**config.mk**
```make
export PLATFORM = sky130hd
export DESIGN_NAME = eint_ctrl
export DESIGN_NICKNAME = d
export VERILOG_FILES = /design/src/rtl/eint_pkg.sv /design/src/rtl/eint_sync.sv /design/src/rtl/eint_bank.sv /design/src/rtl/eint_ctrl.sv
export SDC_FILE = /design/constraint.sdc
export NUM_CORES = 1
export LEC_CHECK = 0
export BUFFER_PORTS_ARGS = -buffer_cell sky130_fd_sc_hd__buf_4
export CORE_MARGIN = 2
export CORE_UTILIZATION = 54
export CTS_CLUSTER_SIZE = 20
export DETAILED_ROUTE_END_ITERATION = 12
export GPL_ROUTABILITY_DRIVEN = 1
export PLACE_DENSITY = 0.74
export SLEW_MARGIN = 20
export SYNTH_ARGS = -nofsm -noshare
export SYNTH_HDL_FRONTEND = slang
export SYNTH_SLANG_ARGS = --single-unit
```
**constraint.sdc**
```tcl
create_clock -name clk -period 1.6 [get_ports clk]
set_input_delay 0.08 -clock clk [delete_from_list [all_inputs] [get_ports clk]]
set_output_delay 0.08 -clock clk [all_outputs]
set_load 0.005 [all_outputs]
```
**src/rtl/eint_pkg.sv**
```systemverilog
package eint_pkg;

   localparam int TRIG_W = 3;

   typedef enum logic [TRIG_W-1:0] {
      TRIG_LVL_LO = 3'd0,
      TRIG_LVL_HI = 3'd1,
      TRIG_FALL   = 3'd2,
      TRIG_RISE   = 3'd3,
      TRIG_BOTH   = 3'd4
   } trig_e;

   localparam logic [1:0] SEL_CFG  = 2'd0;
   localparam logic [1:0] SEL_MASK = 2'd1;
   localparam logic [1:0] SEL_PEND = 2'd2;
   localparam logic [1:0] SEL_ACT  = 2'd3;

   // Detection from the current and previous synchronised sample.
   function automatic logic trig_hit(logic [TRIG_W-1:0] code, logic cur, logic prv);
      logic hit;
      case (code)
         TRIG_LVL_LO: hit = ~cur;
         TRIG_LVL_HI: hit = cur;
         TRIG_FALL:   hit = prv & ~cur;
         TRIG_RISE:   hit = ~prv & cur;
         TRIG_BOTH:   hit = prv ^ cur;
         default:     hit = 1'b0;
      endcase
      return hit;
   endfunction

endpackage

```
**src/rtl/eint_sync.sv**
```systemverilog
module eint_sync #(
   parameter int WIDTH  = 32,
   parameter int STAGES = 2
) (
   input  logic             clk,
   input  logic             rst_n,
   input  logic [WIDTH-1:0] din,
   output logic [WIDTH-1:0] cur,
   output logic [WIDTH-1:0] prv
);

   if (STAGES < 2) begin : g_bad_stages
      $error("eint_sync: STAGES must be at least 2");
   end

   logic [STAGES-1:0][WIDTH-1:0] chain;
   logic [WIDTH-1:0]             last_q;

   always_ff @(posedge clk) begin
      if (!rst_n) begin
         chain  <= '0;
         last_q <= '0;
      end else begin
         chain[0] <= din;
         for (int s = 1; s < STAGES; s++) begin
            chain[s] <= chain[s-1];
         end
         last_q <= chain[STAGES-1];
      end
   end

   assign cur = chain[STAGES-1];
   assign prv = last_q;

endmodule

```
**src/rtl/eint_bank.sv**
```systemverilog
module eint_bank
   import eint_pkg::*;
#(
   parameter int PINS   = 8,
   parameter int STRIDE = 4,
   parameter int DW     = 32
) (
   input  logic                       clk,
   input  logic                       rst_n,
   input  logic [PINS-1:0]            cur,
   input  logic [PINS-1:0]            prv,
   input  logic                       wr_cfg,
   input  logic                       wr_mask,
   input  logic                       wr_clr,
   input  logic [DW-1:0]              wdata,
   output logic [DW-1:0]              cfg_word,
   output logic [PINS-1:0]            mask_q,
   output logic [PINS-1:0]            pend_q,
   output logic [PINS-1:0][TRIG_W-1:0] trig_q
);

   if (STRIDE < TRIG_W) begin : g_bad_stride
      $error("eint_bank: STRIDE narrower than trigger field");
   end
   if (PINS * STRIDE > DW) begin : g_bad_width
      $error("eint_bank: configuration fields exceed data width");
   end
   if (PINS > DW) begin : g_bad_pins
      $error("eint_bank: more pins than data bits");
   end

   logic [PINS-1:0] hit;
   logic [PINS-1:0] clr;

   always_comb begin
      for (int p = 0; p < PINS; p++) begin
         hit[p] = trig_hit(trig_q[p], cur[p], prv[p]);
      end
      clr = wr_clr ? wdata[PINS-1:0] : '0;
   end

   always_ff @(posedge clk) begin
      if (!rst_n) begin
         trig_q <= '0;
         mask_q <= '1;
         pend_q <= '0;
      end else begin
         if (wr_cfg) begin
            for (int p = 0; p < PINS; p++) begin
               trig_q[p] <= wdata[p*STRIDE +: TRIG_W];
            end
         end
         if (wr_mask) begin
            mask_q <= wdata[PINS-1:0];
         end
         // A detection in the same cycle wins over a clear.
         pend_q <= hit | (pend_q & ~clr);
      end
   end

   always_comb begin
      cfg_word = '0;
      for (int p = 0; p < PINS; p++) begin
         cfg_word[p*STRIDE +: TRIG_W] = trig_q[p];
      end
   end

endmodule

```
**src/rtl/eint_ctrl.sv**
```systemverilog
module eint_ctrl
   import eint_pkg::*;
#(
   parameter int NUM_BANKS    = 4,
   parameter int BANK_PINS    = 8,
   parameter int FIELD_STRIDE = 4,
   parameter int DATA_W       = 32,
   parameter int DIRECT_BANKS = 2,
   parameter int SYNC_STAGES  = 2,
   localparam int NUM_PINS    = NUM_BANKS * BANK_PINS,
   localparam int DIRECT_PINS = DIRECT_BANKS * BANK_PINS,
   localparam int BANK_AW     = (NUM_BANKS > 1) ? $clog2(NUM_BANKS) : 1,
   localparam int ADDR_W      = BANK_AW + 2
) (
   input  logic                   clk,
   input  logic                   rst_n,
   input  logic [NUM_PINS-1:0]    pin_in,
   input  logic                   bus_en,
   input  logic                   bus_we,
   input  logic [ADDR_W-1:0]      bus_addr,
   input  logic [DATA_W-1:0]      bus_wdata,
   output logic [DATA_W-1:0]      bus_rdata,
   output logic [DIRECT_PINS-1:0] irq_direct,
   output logic                   irq_shared
);

   if (DIRECT_BANKS < 1 || DIRECT_BANKS > NUM_BANKS) begin : g_bad_direct
      $error("eint_ctrl: DIRECT_BANKS out of range");
   end
   if (NUM_BANKS < 2) begin : g_bad_banks
      $error("eint_ctrl: at least two banks required");
   end

   logic [NUM_PINS-1:0]                 cur;
   logic [NUM_PINS-1:0]                 prv;
   logic [NUM_PINS-1:0]                 mask_all;
   logic [NUM_PINS-1:0]                 pend_all;
   logic [NUM_PINS-1:0]                 active;
   logic [NUM_PINS-1:0][TRIG_W-1:0]     trig_all;
   logic [NUM_BANKS-1:0][DATA_W-1:0]    cfg_words;
   logic [BANK_AW-1:0]                  bank_sel;
   logic [1:0]                          reg_sel;
   logic [DATA_W-1:0]                   rd_mux;

   assign bank_sel = bus_addr[ADDR_W-1:2];
   assign reg_sel  = bus_addr[1:0];

   eint_sync #(
      .WIDTH  (NUM_PINS),
      .STAGES (SYNC_STAGES)
   ) u_sync (
      .clk   (clk),
      .rst_n (rst_n),
      .din   (pin_in),
      .cur   (cur),
      .prv   (prv)
   );

   for (genvar b = 0; b < NUM_BANKS; b++) begin : g_bank
      logic hit_bank;
      logic wr_cfg;
      logic wr_mask;
      logic wr_clr;

      assign hit_bank = bus_en && bus_we && (int'(bank_sel) == b);
      assign wr_cfg   = hit_bank && (reg_sel == SEL_CFG);
      assign wr_mask  = hit_bank && (reg_sel == SEL_MASK);
      assign wr_clr   = hit_bank && (reg_sel == SEL_PEND);

      eint_bank #(
         .PINS   (BANK_PINS),
         .STRIDE (FIELD_STRIDE),
         .DW     (DATA_W)
      ) u_bank (
         .clk      (clk),
         .rst_n    (rst_n),
         .cur      (cur[b*BANK_PINS +: BANK_PINS]),
         .prv      (prv[b*BANK_PINS +: BANK_PINS]),
         .wr_cfg   (wr_cfg),
         .wr_mask  (wr_mask),
         .wr_clr   (wr_clr),
         .wdata    (bus_wdata),
         .cfg_word (cfg_words[b]),
         .mask_q   (mask_all[b*BANK_PINS +: BANK_PINS]),
         .pend_q   (pend_all[b*BANK_PINS +: BANK_PINS]),
         .trig_q   (trig_all[b*BANK_PINS +: BANK_PINS])
      );
   end

   assign active     = pend_all & ~mask_all;
   assign irq_direct = active[DIRECT_PINS-1:0];

   if (DIRECT_BANKS < NUM_BANKS) begin : g_shared
      assign irq_shared = |active[NUM_PINS-1:DIRECT_PINS];
   end else begin : g_no_shared
      assign irq_shared = 1'b0;
   end

   always_comb begin
      int lo;
      lo     = int'(bank_sel) * BANK_PINS;
      rd_mux = '0;
      if (int'(bank_sel) < NUM_BANKS) begin
         case (reg_sel)
            SEL_CFG:  rd_mux = cfg_words[bank_sel];
            SEL_MASK: rd_mux[BANK_PINS-1:0] = mask_all[lo +: BANK_PINS];
            SEL_PEND: rd_mux[BANK_PINS-1:0] = pend_all[lo +: BANK_PINS];
            default:  rd_mux[BANK_PINS-1:0] = active[lo +: BANK_PINS];
         endcase
      end
   end

   always_ff @(posedge clk) begin
      if (!rst_n) begin
         bus_rdata <= '0;
      end else if (bus_en && !bus_we) begin
         bus_rdata <= rd_mux;
      end
   end

endmodule

```
# Word level (Yosys, flattened, before mapping)
# Cells that the tools add are included.
word_totals:
  out_inout_bits: 49
  inputBits: 72
  reg_bits: 288
  word_cells: 449
classes:
  bitwise: 174
  muxes: 40
  eq_ne: 133
  order_cmp: 1
  shifts: 3
  n_reduce_logical: 54
op_table:
  columns: ["cell", "n"]
  rows:
  - ["equality test 3 x 2 -> 1 bit, second input constant", 64]
  - ["one-hot mux 1 bit (5 select lines)", 32]
  - ["equality test 3 x 1 -> 1 bit, second input constant", 32]
  - ["equality test 3 bit, second input constant", 32]
  - ["logical NOT 3 bit", 32]
  - ["indexed part select 32 x 6 -> 8 bit", 3]
  - ["AND 1 bit", 64]
  - ["binary-select mux 32 bit (select 2 bit)", 1]
  - ["inverter 1 bit", 64]
  - ["AND 32 bit", 1]
  - ["AND 8 bit", 4]
  - ["two-way mux 32 bit", 1]
  - ["two-way mux 8 bit", 4]
  - ["inverter 32 bit", 1]
  - ["inverter 8 bit", 4]
  - ["bitwise OR 8 bit", 4]
  - ["XOR 1 bit", 32]
  - ["two-way mux 24 bit", 1]
  - ["one-hot mux 8 bit (3 select lines)", 1]
  - ["logical AND 1 bit", 18]
  - ["OR reduction 16 bit", 1]
  - ["equality test 2 bit, second input constant", 3]
  - ["equality test 2 x 1 -> 1 bit, second input constant", 2]
  - ["logical NOT 2 bit", 2]
  - ["2 further kinds", 2]

# Depth between registers and ports, before layout
# Gate-level depths: netlist of run 1.
depth:
  word_depth: 7
  mapped_depth: 9
  mapped_depth_nobuf: 7

# Hierarchy
# A second synthesis of run 1 with hierarchy kept.
unflattened:
  cells_unflattened: 1583
  hier_area_um2: 15391.0
modules_own_cells:
  columns: ["module", "cells_per_inst", "area_per_inst_um2", "seq_area_each_um2", "n_inst"]
  rows:
  - ["eint_bank", 252, 2371.0, 800.8, 4]
  - ["eint_ctrl", 341, 3062.9, 640.6, 1]
  - ["eint_sync", 234, 2844.0, 1921.8, 1]

# Worst setup path after synthesis of run 1
# No wires, ideal clock.
synth_timing:
  kind: "input to register"
  from: "in bus_addr[0]"
  to: "reg bus_rdata[5]"
  path_stages: 7
  n_path_buf: 1
  setup_time_ns: 0.117
  t_arrival_ns: 1.435
  required_time_ns: 1.483
  path_slack_ns: 0.048
  path_cell_list: "inv_1 > ha_1 > clkbuf_1 > or2_2 > a31oi_1 > nand4_1 > a32o_1"
synth_via:
  elab_chain_cells: 2
  elab_cells_between_ends: 4
  cone_classes: "eq/ne (2); mux (1); reduce/logical (1)"
synth_rtl:
  columns: ["element", "line", "source"]
  rows:
  - ["start, declared", "eint_ctrl.sv:20", "input logic [ADDR_W-1:0] bus_addr,"]
  - ["equality test 2 bit (tied with other cells)", "eint_ctrl.sv:104", "case (reg_sel)"]
  - ["one-hot mux 8 bit (3 select lines) (*)", "eint_ctrl.sv:104", null]
  - ["end signal, assigned", "eint_ctrl.sv:117", "bus_rdata <= rd_mux;"]
  - ["end, declared", "eint_ctrl.sv:22", "output logic [DATA_W-1:0] bus_rdata,"]
# Mark *: on every way between the ends. The rest lies on a longest branch, timed or not.
# A chain may end at the register's enable or synchronous reset.

# Worst setup path after layout of run 1
layout_timing:
  from: "reg g_bank[3].u_bank.pend_q[3]"
  to: "out irq_shared"
layout_via:
  elab_chain_cells: 2
layout_rtl:
  columns: ["element", "line", "source"]
  rows:
  - ["start, declared", "eint_bank.sv:18", "output logic [PINS-1:0] pend_q,"]
  - ["start signal, assigned", "eint_bank.sv:57", "pend_q <= hit | (pend_q & ~clr);"]
  - ["AND 32 bit", "eint_ctrl.sv:90", "assign active = pend_all & ~mask_all;"]
  - ["OR reduction 16 bit", "eint_ctrl.sv:94", "assign irq_shared = |active[NUM_PINS-1:DIRECT_PINS];"]
  - ["end, declared", "eint_ctrl.sv:24", "output logic irq_shared"]
# Every way passes these cells.

==> summary.md, run 1 <==
| Metric | Value |
|---|---|
| Status | `complete, but fails checks` |
| Violated checks | `setup timing` |
| Ys flop type | `sky130_fd_sc_hd__dfxtp_1` |
| Capture instance of the worst register-to-register path | `g_bank[3].u_bank.pend_q[0]` |
| Mean instance size in the synthesized netlist | `around 8.5 um^2` |
| Number of hold violations in the final report | `0` |
| Multiplexer fraction of the synthesized cell area | `approximately 6.2%` |
| Maximum buffer depth of the clock tree | `3` |
| Internal power | `12100 uW` |
| Routability Congestion | `roughly 0.9` |
| Startpoint type of the worst setup path | `flop` |
| Cell chain of the critical path | `nor2b_4 -> a21oi_4 -> o221ai_2 -> nor4_2 -> buf_4 -> nand4_1 -> buf_4` |
| Pre-antenna DRT Iters | `7` |
| Cell Pwr Density | `a little under 1000 nW/um^2` |
| Number of storage elements in the synthesis netlist | `roughly 280` |
| Post-synthesis share of cell area spent on full adders, half adders and majority gates | `6.51%` |
| Reg-to-reg startpoint | `u_sync.cur[24]` |
| Arrival time of data at the critical path endpoint | `1.91 ns` |
| Clock insertion delay at the later pin of the skew report | `0.56 ns` |
| Post-synthesis instance area | `~13000 um^2` |
| Net switching fraction of the power | `23.8%` |
| Worst EP required | `about 1.5 ns` |
| Post-detailed-route via-to-cell ratio | `5.62` |
| Antenna viol nets, final | `0` |
| Largest net degree at the start of global routing | `between 80 and 90` |
| Fraction of the mapped netlist area in simple logic gates | `22.2%` |
| Number of buffer cells added on primary ports | `108` |
| Xor/xnor cell area share of the yosys netlist | `0%` |
| Yosys warns | `0` |
| Number of cells on the worst reg-to-reg path | `6` |
| Global-route wire length before repair | `between 60000 and 70000 um` |
| Number of enable-type register cells in the synthesized netlist | `0` |
| Tcrit/Tclk final | `124%` |
| Total Routing Usage GR | `31.2%` |
| Share of layout cells above drive strength 1 | `16.4%` |
| Power dissipated by switching net loads | `~3800 uW` |
| Slowest-stage cell, CP | `sky130_fd_sc_hd__dfxtp_2` |
| Relative slew slack | `56.4%` |
| Worst IR drop on VDD | `about 790 uV` |
| Critical path start-end classification | `reg -> out` |
| Number of sinks on the clock net | `282` |
| Count of vias placed by the detailed router | `between 10000 and 15000` |
| Minimum hold slack | `0.150 ns` |
| Share of flip-flops with an asynchronous set or reset | `0%` |
| Area growth from synthesis to layout | `25.5%` |
| Share of the synthesized area in compound gates (AO/OA/AOI/OAI) | `15.5%` |
| Average wire length per cell after detail routing | `roughly 19 um` |
| Worst-case setup slack after placement | `-0.129 ns` |
| Floorplan die width | `158 um` |
| Core ar. | `23500 um^2` |
| TritonCTS clock tree | `done` |
| Proportion of power drawn by flip-flops and latches | `46.4%` |
| Post-layout net count | `1859` |
| Final global-route overflow total | `0` |
| Main combinational cell family by area after synthesis | `simple AND/OR/NAND/NOR gates` |
| Time the worst path needs with I/O delays and setup | `1.99 ns` |
| Number of antenna violations at the first check in global routing | `1` |
| Max-slew violation count | `0` |
| Hold/Removal Path Class | `in -> reg` |
| Floorplan die height | `approximately 160 um` |
| Setup-violating endpoint count in the final report | `1` |
| IO Count | `121` |
| Routed wire length | `approximately 39000 um` |
| Cells after Synth | `1519` |
| Sequential area share after synthesis | `43.9%` |
| Die footprint | `25100 um^2` |
| Worst-margin pin slew | `between 0.6 and 0.7 ns` |
| Post-detailed-placement half-perimeter wirelength | `between 20000 and 30000 um` |
| Number of DRC violations after detailed routing | `0` |
| Min-delay src | `bus_addr[2]` |
| Number of placement rows | `56` |
| Leakage power of the design | `0.00630 uW` |
| Most used cells in the layout excluding fill and tap cells | `335 x sky130_fd_sc_hd__nand2_1, 280 x sky130_fd_sc_hd__dfxtp_1, 173 x sky130_fd_sc_hd__buf_4` |
| Via count of the first global-routing pass | `11094` |
| Achievable frequency | `roughly 500 MHz` |
| Clk pin slew, worst setup/hold paths | `~0.060 ns` |
| Depth of the CTS H-tree | `1` |
| Distinct cell type count after synthesis | `46` |
| RSZ-0062 raised after global routing | `true` |
| Final worst clock skew | `0.0153 ns` |
| Clock share of power | `between 40% and 50%` |
| Cell type with the highest occurrence count on the critical path | `sky130_fd_sc_hd__buf_4` |
| Number of setup buffers added after CTS | `0` |
| Worst min-delay path endpoint | `bus_rdata[3]` |
| Internal reg-to-reg setup slack | `0.13 ns` |
| Biggest cell delay along the critical path | `approximately 0.32 ns` |
| Critical path peak fanout | `2` |
| Initial drt markers | `1056` |
| Buffer type at the clock tree root | `sky130_fd_sc_hd__clkbuf_16` |
| Number of clock buffers inserted by TritonCTS | `30` |
| MaxCap Viol Count | `0` |
| Part of the total power dissipated in combinational logic | `8.8%` |
| Setup WS post-layout | `-0.390 ns` |
| Starting density of the core | `between 50% and 60%` |
| Crit end category | `primary output` |
| Depth of the worst hold-timing path | `5` |
| Most common cell after layout, fill and taps aside | `sky130_fd_sc_hd__nand2_1` |
==> kinds of logic (layout without fill, tap and decap cells) <==
group,count (synthesis),after routing
buf+inv,164,381
compound gates,322,322
fa+ha+maj,67,67
other cells,1,7
mux,46,46
simple gates,637,637
flops,282,282
==> through the flow <==
stage | utilization (%) | area, um^2 | TNS, ns | cells | power (uW)
2_1_floorplan | - | 12900 | 0 | 1524 | 8180
3_3_place_gp | 61.8 | 14500 | -1.90 | 1948 | 8760
3_5_place_dp | 61.8 | 14500 | -2.31 | 1948 | 8780
4_1_cts | 68.7 | 16100 | -0.616 | 2060 | 15900
5_1_grt | 68.8 | 16100 | -0.466 | 2060 | 16400
6_report | 68.8 | 16200 | -0.390 | 2061 | 15900
==> worst max-delay path by stage <==
stage	endpoint	slack [ns]	startpoint	depth (start not counted)
floorplan	bus_rdata[5]	0.05	bus_addr[0]	7
global placement	bus_rdata[7]	-0.17	bus_addr[1]	9
detailed placement	bus_rdata[7]	-0.13	bus_addr[1]	9
CTS	irq_shared	-0.62	g_bank[3].u_bank.pend_q[3]	7
global route	irq_shared	-0.47	g_bank[3].u_bank.pend_q[3]	7
finish	irq_shared	-0.39	g_bank[3].u_bank.pend_q[3]	7
==> layout make-up <==
cell class                 count  area (um^2)
clock inverter                10          143
fill                        1843         7320
inverter                      79          299
clock buffer                  43          870
antenna                        1         2.50
multi-input combinational   1078         6560
timing repair buffer         249         2230
tap                          319          399
sequential                   282         5650
==> power groups by stage <==
stage / clock network [uW] / registers (uW) / logic, uW
4_1_cts: 7160 / 7380 / 1380
3_5_place_dp: 0 / 7530 / 1250
5_1_grt: 7470 / 7400 / 1520
2_1_floorplan: 0 / 7460 / 725
6_report: 7120 / 7380 / 1400
3_3_place_gp: 0 / 7520 / 1230
==> critical path, delay by kind of cell (launching register included) <==
family | cells | cell delay [ns]
compound gates | 2 | 0.25
buf+inv | 2 | 0.34
flops | 1 | 0.32
simple gates | 3 | 0.43
==> synth_stat cells, types with 2 or more instances <==
cell	number	area, um^2
sky130_fd_sc_hd__nand2_1	335	1260
sky130_fd_sc_hd__dfxtp_1	282	5650
sky130_fd_sc_hd__a21oi_1	171	856
sky130_fd_sc_hd__nor2_1	90	338
sky130_fd_sc_hd__inv_1	78	293
sky130_fd_sc_hd__ha_1	67	838
sky130_fd_sc_hd__and2_1	66	413
sky130_fd_sc_hd__a211oi_1	46	345
sky130_fd_sc_hd__clkbuf_1	41	154
sky130_fd_sc_hd__nor3_1	32	160
sky130_fd_sc_hd__nand2b_1	30	188
sky130_fd_sc_hd__nand3_1	30	150
sky130_fd_sc_hd__buf_2	27	135
sky130_fd_sc_hd__a22oi_1	25	188
sky130_fd_sc_hd__nor2b_1	22	138
sky130_fd_sc_hd__mux4_2	21	473
sky130_fd_sc_hd__o21ai_0	21	105
sky130_fd_sc_hd__mux2i_1	20	200
sky130_fd_sc_hd__a32oi_1	19	166
sky130_fd_sc_hd__a311oi_1	12	105
sky130_fd_sc_hd__nor2_2	11	68.8
sky130_fd_sc_hd__a221oi_1	9	78.8
sky130_fd_sc_hd__buf_4	8	60.1
sky130_fd_sc_hd__nand4_1	6	37.5
sky130_fd_sc_hd__a32o_1	5	50.1
sky130_fd_sc_hd__mux4_1	5	131
sky130_fd_sc_hd__buf_6	4	45.0
sky130_fd_sc_hd__o211ai_1	4	30.0
sky130_fd_sc_hd__a31oi_1	3	18.8
sky130_fd_sc_hd__and3_1	3	18.8
sky130_fd_sc_hd__buf_1	3	11.3
sky130_fd_sc_hd__nor4_1	3	18.8
sky130_fd_sc_hd__o21a_1	3	22.5
sky130_fd_sc_hd__or2_2	3	18.8
sky130_fd_sc_hd__nand2b_4	2	27.5
sky130_fd_sc_hd__o22ai_1	2	12.5
==> registers in the layout, summed over array words and instances, names as in the netlist <==
name / cells
u_sync.chain: 32
g_bank.u_bank.mask_q: 32
u_sync.cur: 32
bus_rdata: 26
g_bank.u_bank.cfg_word: 96
g_bank.u_bank.pend_q: 32
u_sync.prv: 32
==> timing repair <==
item / CTS / global route
gates resized for setup: 6 / 5
pin swaps: 2 / 1
setup endpoints to repair: 1 / 3
hold buffers: 59 / 0
endpoints found under the hold margin: 178 / 0
==> metal layers <==
layer  part of all wire, %  GRT usage, %
met1                    43          41.2
met2                    44          49.4
met3                   9.1          7.81
met4                   3.6          11.8
met5                     0             0
(Power assumes the default switching activity.)
==> inputs of run 2 (changes only) <==
CORE_ASPECT_RATIO = 0.9   (was not set)
CORE_MARGIN = 3   (was 2)
REMOVE_ABC_BUFFERS = 1   (was not set)
==> run 2 against run 1 <==
Against the previous run:
- via count grew 2.1%
- die area up 2.6%
- critical path depth did not move
- the flow still finishes with violations (setup timing)
- wire length is 1.1% lower
- count of clock-buffer cells in the layout increased by 2
- largest power group unchanged
- sequential power barely moved
==> summary.md, run 2 (synthesis results as in run 1) <==
| Metric | Value |
|---|---|
| Cell type with the highest occurrence count on the critical path | `sky130_fd_sc_hd__buf_4` |
| Detailed-routed wire length on met3 | `3340 um` |
| Achievable frequency | `roughly 500 MHz` |
| Final antenna diode count | `0` |
| Time the worst path needs with I/O delays and setup | `about 2.0 ns` |
| Floorplan die width | `approximately 170 um` |
| Met2 routed WL | `17600 um` |
| Most used cells in the layout excluding fill and tap cells | `335 x sky130_fd_sc_hd__nand2_1, 281 x sky130_fd_sc_hd__dfxtp_1, 180 x sky130_fd_sc_hd__buf_4` |
| Die footprint | `25700 um^2` |
| Slowest-stage cell, CP | `sky130_fd_sc_hd__dfxtp_1` |
| Cell Pwr Density | `around 950 nW/um^2` |
| Pre-antenna DRT Iters | `6` |
| Post-layout net count | `1873` |
| Routed wire length | `38700 um` |
| Total area of sequential cells | `between 5000 and 6000 um^2` |
| Number of placement rows | `52` |
| Clk pin slew, worst setup/hold paths | `0.06 ns` |
| Largest net degree at the start of global routing | `between 60 and 70` |
| Cell chain of the critical path | `inv_1 -> a21oi_2 -> o221ai_2 -> nor4_1 -> buf_4 -> nand4_1 -> buf_4` |
| Floorplan die height | `about 150 um` |
| Setup WS post-layout | `-0.418 ns` |
| Final worst clock skew | `0.0178 ns` |
| Violated checks | `setup timing` |
| Min-delay src | `bus_en` |
| Critical path peak fanout | `2` |
| Post-detailed-route via-to-cell ratio | `5.76` |
| Count of vias placed by the detailed router | `11815` |
| Critical path start-end classification | `reg -> out` |
| Number of buffers and inverters on the critical path | `3` |
| Placed cells | `just under 2000` |
| Number of cells on the worst reg-to-reg path | `6` |
| RSZ-0062 raised after global routing | `true` |
| Most common cell after layout, fill and taps aside | `sky130_fd_sc_hd__nand2_1` |
| Worst-margin pin slew | `0.654 ns` |
| Total Routing Usage GR | `between 20 and 30%` |
| Capture instance of the worst register-to-register path | `g_bank[3].u_bank.pend_q[2]` |
| MaxCap Viol Count | `0` |
| Number of setup buffers added after CTS | `0` |
| Number of sinks on the clock net | `282` |
| Crit end category | `primary output` |
| Utilization after layout | `a little over two thirds` |
| Core ar. | `approximately 23000 um^2` |
| Internal reg-to-reg setup slack | `around 0.13 ns` |
| Setup-violating endpoint count in the final report | `1` |
| Status | `complete, but fails checks` |
| Post-detailed-placement half-perimeter wirelength | `26300 um` |
| Reg-to-reg startpoint | `u_sync.cur[26]` |
| Via count of the first global-routing pass | `11478` |
| Number of hold violations in the final report | `0` |
| Maximum buffer depth of the clock tree | `3` |
| Arrival time of data at the critical path endpoint | `1.94 ns` |
| IO Count | `121` |
| Layout fillers | `around 1800` |
| Clock insertion delay at the later pin of the skew report | `0.56 ns` |
| Max-slew violation count | `0` |
| Leakage power of the design | `0.00632 uW` |
| Depth of the worst hold-timing path | `4` |
| Antenna viol nets, final | `0` |
| Number of clock buffers inserted by TritonCTS | `29` |
| Worst IR drop on VDD | `923 uV` |
| Depth of the CTS H-tree | `1` |
| Worst min-delay path endpoint | `bus_rdata[10]` |
| Starting density of the core | `56.1%` |
| Relative slew slack | `56.2%` |
| Biggest cell delay along the critical path | `0.35 ns` |
| Total area of multi-input combinational cells | `6540 um^2` |
| Routability Congestion | `0.935` |
| Number of DRC violations after detailed routing | `0` |
| Kind of cell adding the most delay to the critical path | `buffers and inverters` |
| Number of buffer cells added on primary ports | `108` |
| Buffer type at the clock tree root | `sky130_fd_sc_hd__clkbuf_16` |
| Average wire length per cell after detail routing | `18.8 um` |
| Top routing layer in use | `met4` |
| Max FFs per register | `96` |
| Initial drt markers | `between 900 and 1000` |
| Area growth from synthesis to layout | `25.2%` |
| Final global-route overflow total | `0` |
| Detailed-route wire length on metal 1 | `16500 um` |
| Worst-case setup slack after placement | `-0.182 ns` |
| Worst EP required | `1.52 ns` |
| Global-route wire length before repair | `61700 um` |
| Post-Layout Cell Count | `2052` |
| Number of antenna violations at the first check in global routing | `0` |
| Hold/Removal Path Class | `in -> reg` |
| Tcrit/Tclk final | `126%` |
| Startpoint type of the worst setup path | `flop` |
| TritonCTS clock tree | `done` |
| Share of layout cells above drive strength 1 | `16.0%` |
## run 2: cell type report
type / count / area share (%)
multi-input cells: 1078 / 40.6
flip-flops and latches: 282 / 35.0
repair buffers: 264 / 14.5
clock buffers: 45 / 5.31
well taps: 297 / 2.31
inverters: 79 / 1.86
clock inverters: 7 / 0.411
## run 2: through the flow
stage	setup TNS [ns]	hold slack [ns]	area [um^2]	power, uW
finish	-0.418	0.0826	16100	15300
floorplan	-23.83	0.152	12500	8050
global placement	-1.69	0.287	14500	8700
CTS	-0.480	0.0611	16100	15400
global route	-0.513	0.104	16100	15800
detailed placement	-2.14	0.291	14500	8730
## run 2: worst reg2reg max path, cell delays in order (launching register included)
cell and delay (ns):
sky130_fd_sc_hd__dfxtp_1 0.37, sky130_fd_sc_hd__inv_1 0.08, sky130_fd_sc_hd__ha_1 0.20, sky130_fd_sc_hd__a211oi_1 0.27, sky130_fd_sc_hd__a211oi_1 0.12, sky130_fd_sc_hd__a211oi_1 0.25
sky130_fd_sc_hd__nor2_1 0.07
## run 2: how the worst max path moves through the flow
stage | from | endpoint | slack [ns] | depth (start not counted)
2_1_floorplan | rst_n | bus_rdata[3] | -0.86 | 5
3_3_place_gp | bus_addr[0] | bus_rdata[4] | -0.16 | 9
3_5_place_dp | bus_addr[0] | bus_rdata[6] | -0.18 | 9
4_1_cts | g_bank[3].u_bank.pend_q[3] | irq_shared | -0.48 | 7
5_1_grt | g_bank[3].u_bank.pend_q[3] | irq_shared | -0.51 | 7
6_report | g_bank[3].u_bank.mask_q[4] | irq_shared | -0.42 | 7
## run 2: metal layers
layer  GRT usage, %  vias to the layer above
met4           9.27                        0
met1           41.3                     5577
met3           4.51                       99
met5              0                        -
li1               -                     5602
met2           47.7                      537
## run 2: report_power, final
| group | switching, uW | internal [uW] | total (uW) | leakage [uW] |
|---|---|---|---|---|
| sequential | 147 | 7210 | 7360 | 0.00230 |
| combinational | 728 | 657 | 1390 | 0.00356 |
| clock | 2770 | 3810 | 6580 | 0.000453 |
## run 2: what timing repair did
action	CTS	global route
hold buffers	69	0
endpoints found under the setup margin	1	1
endpoints found under the hold margin	191	0
pin swaps	1	1
gates cloned	0	0
gates resized for setup	4	1
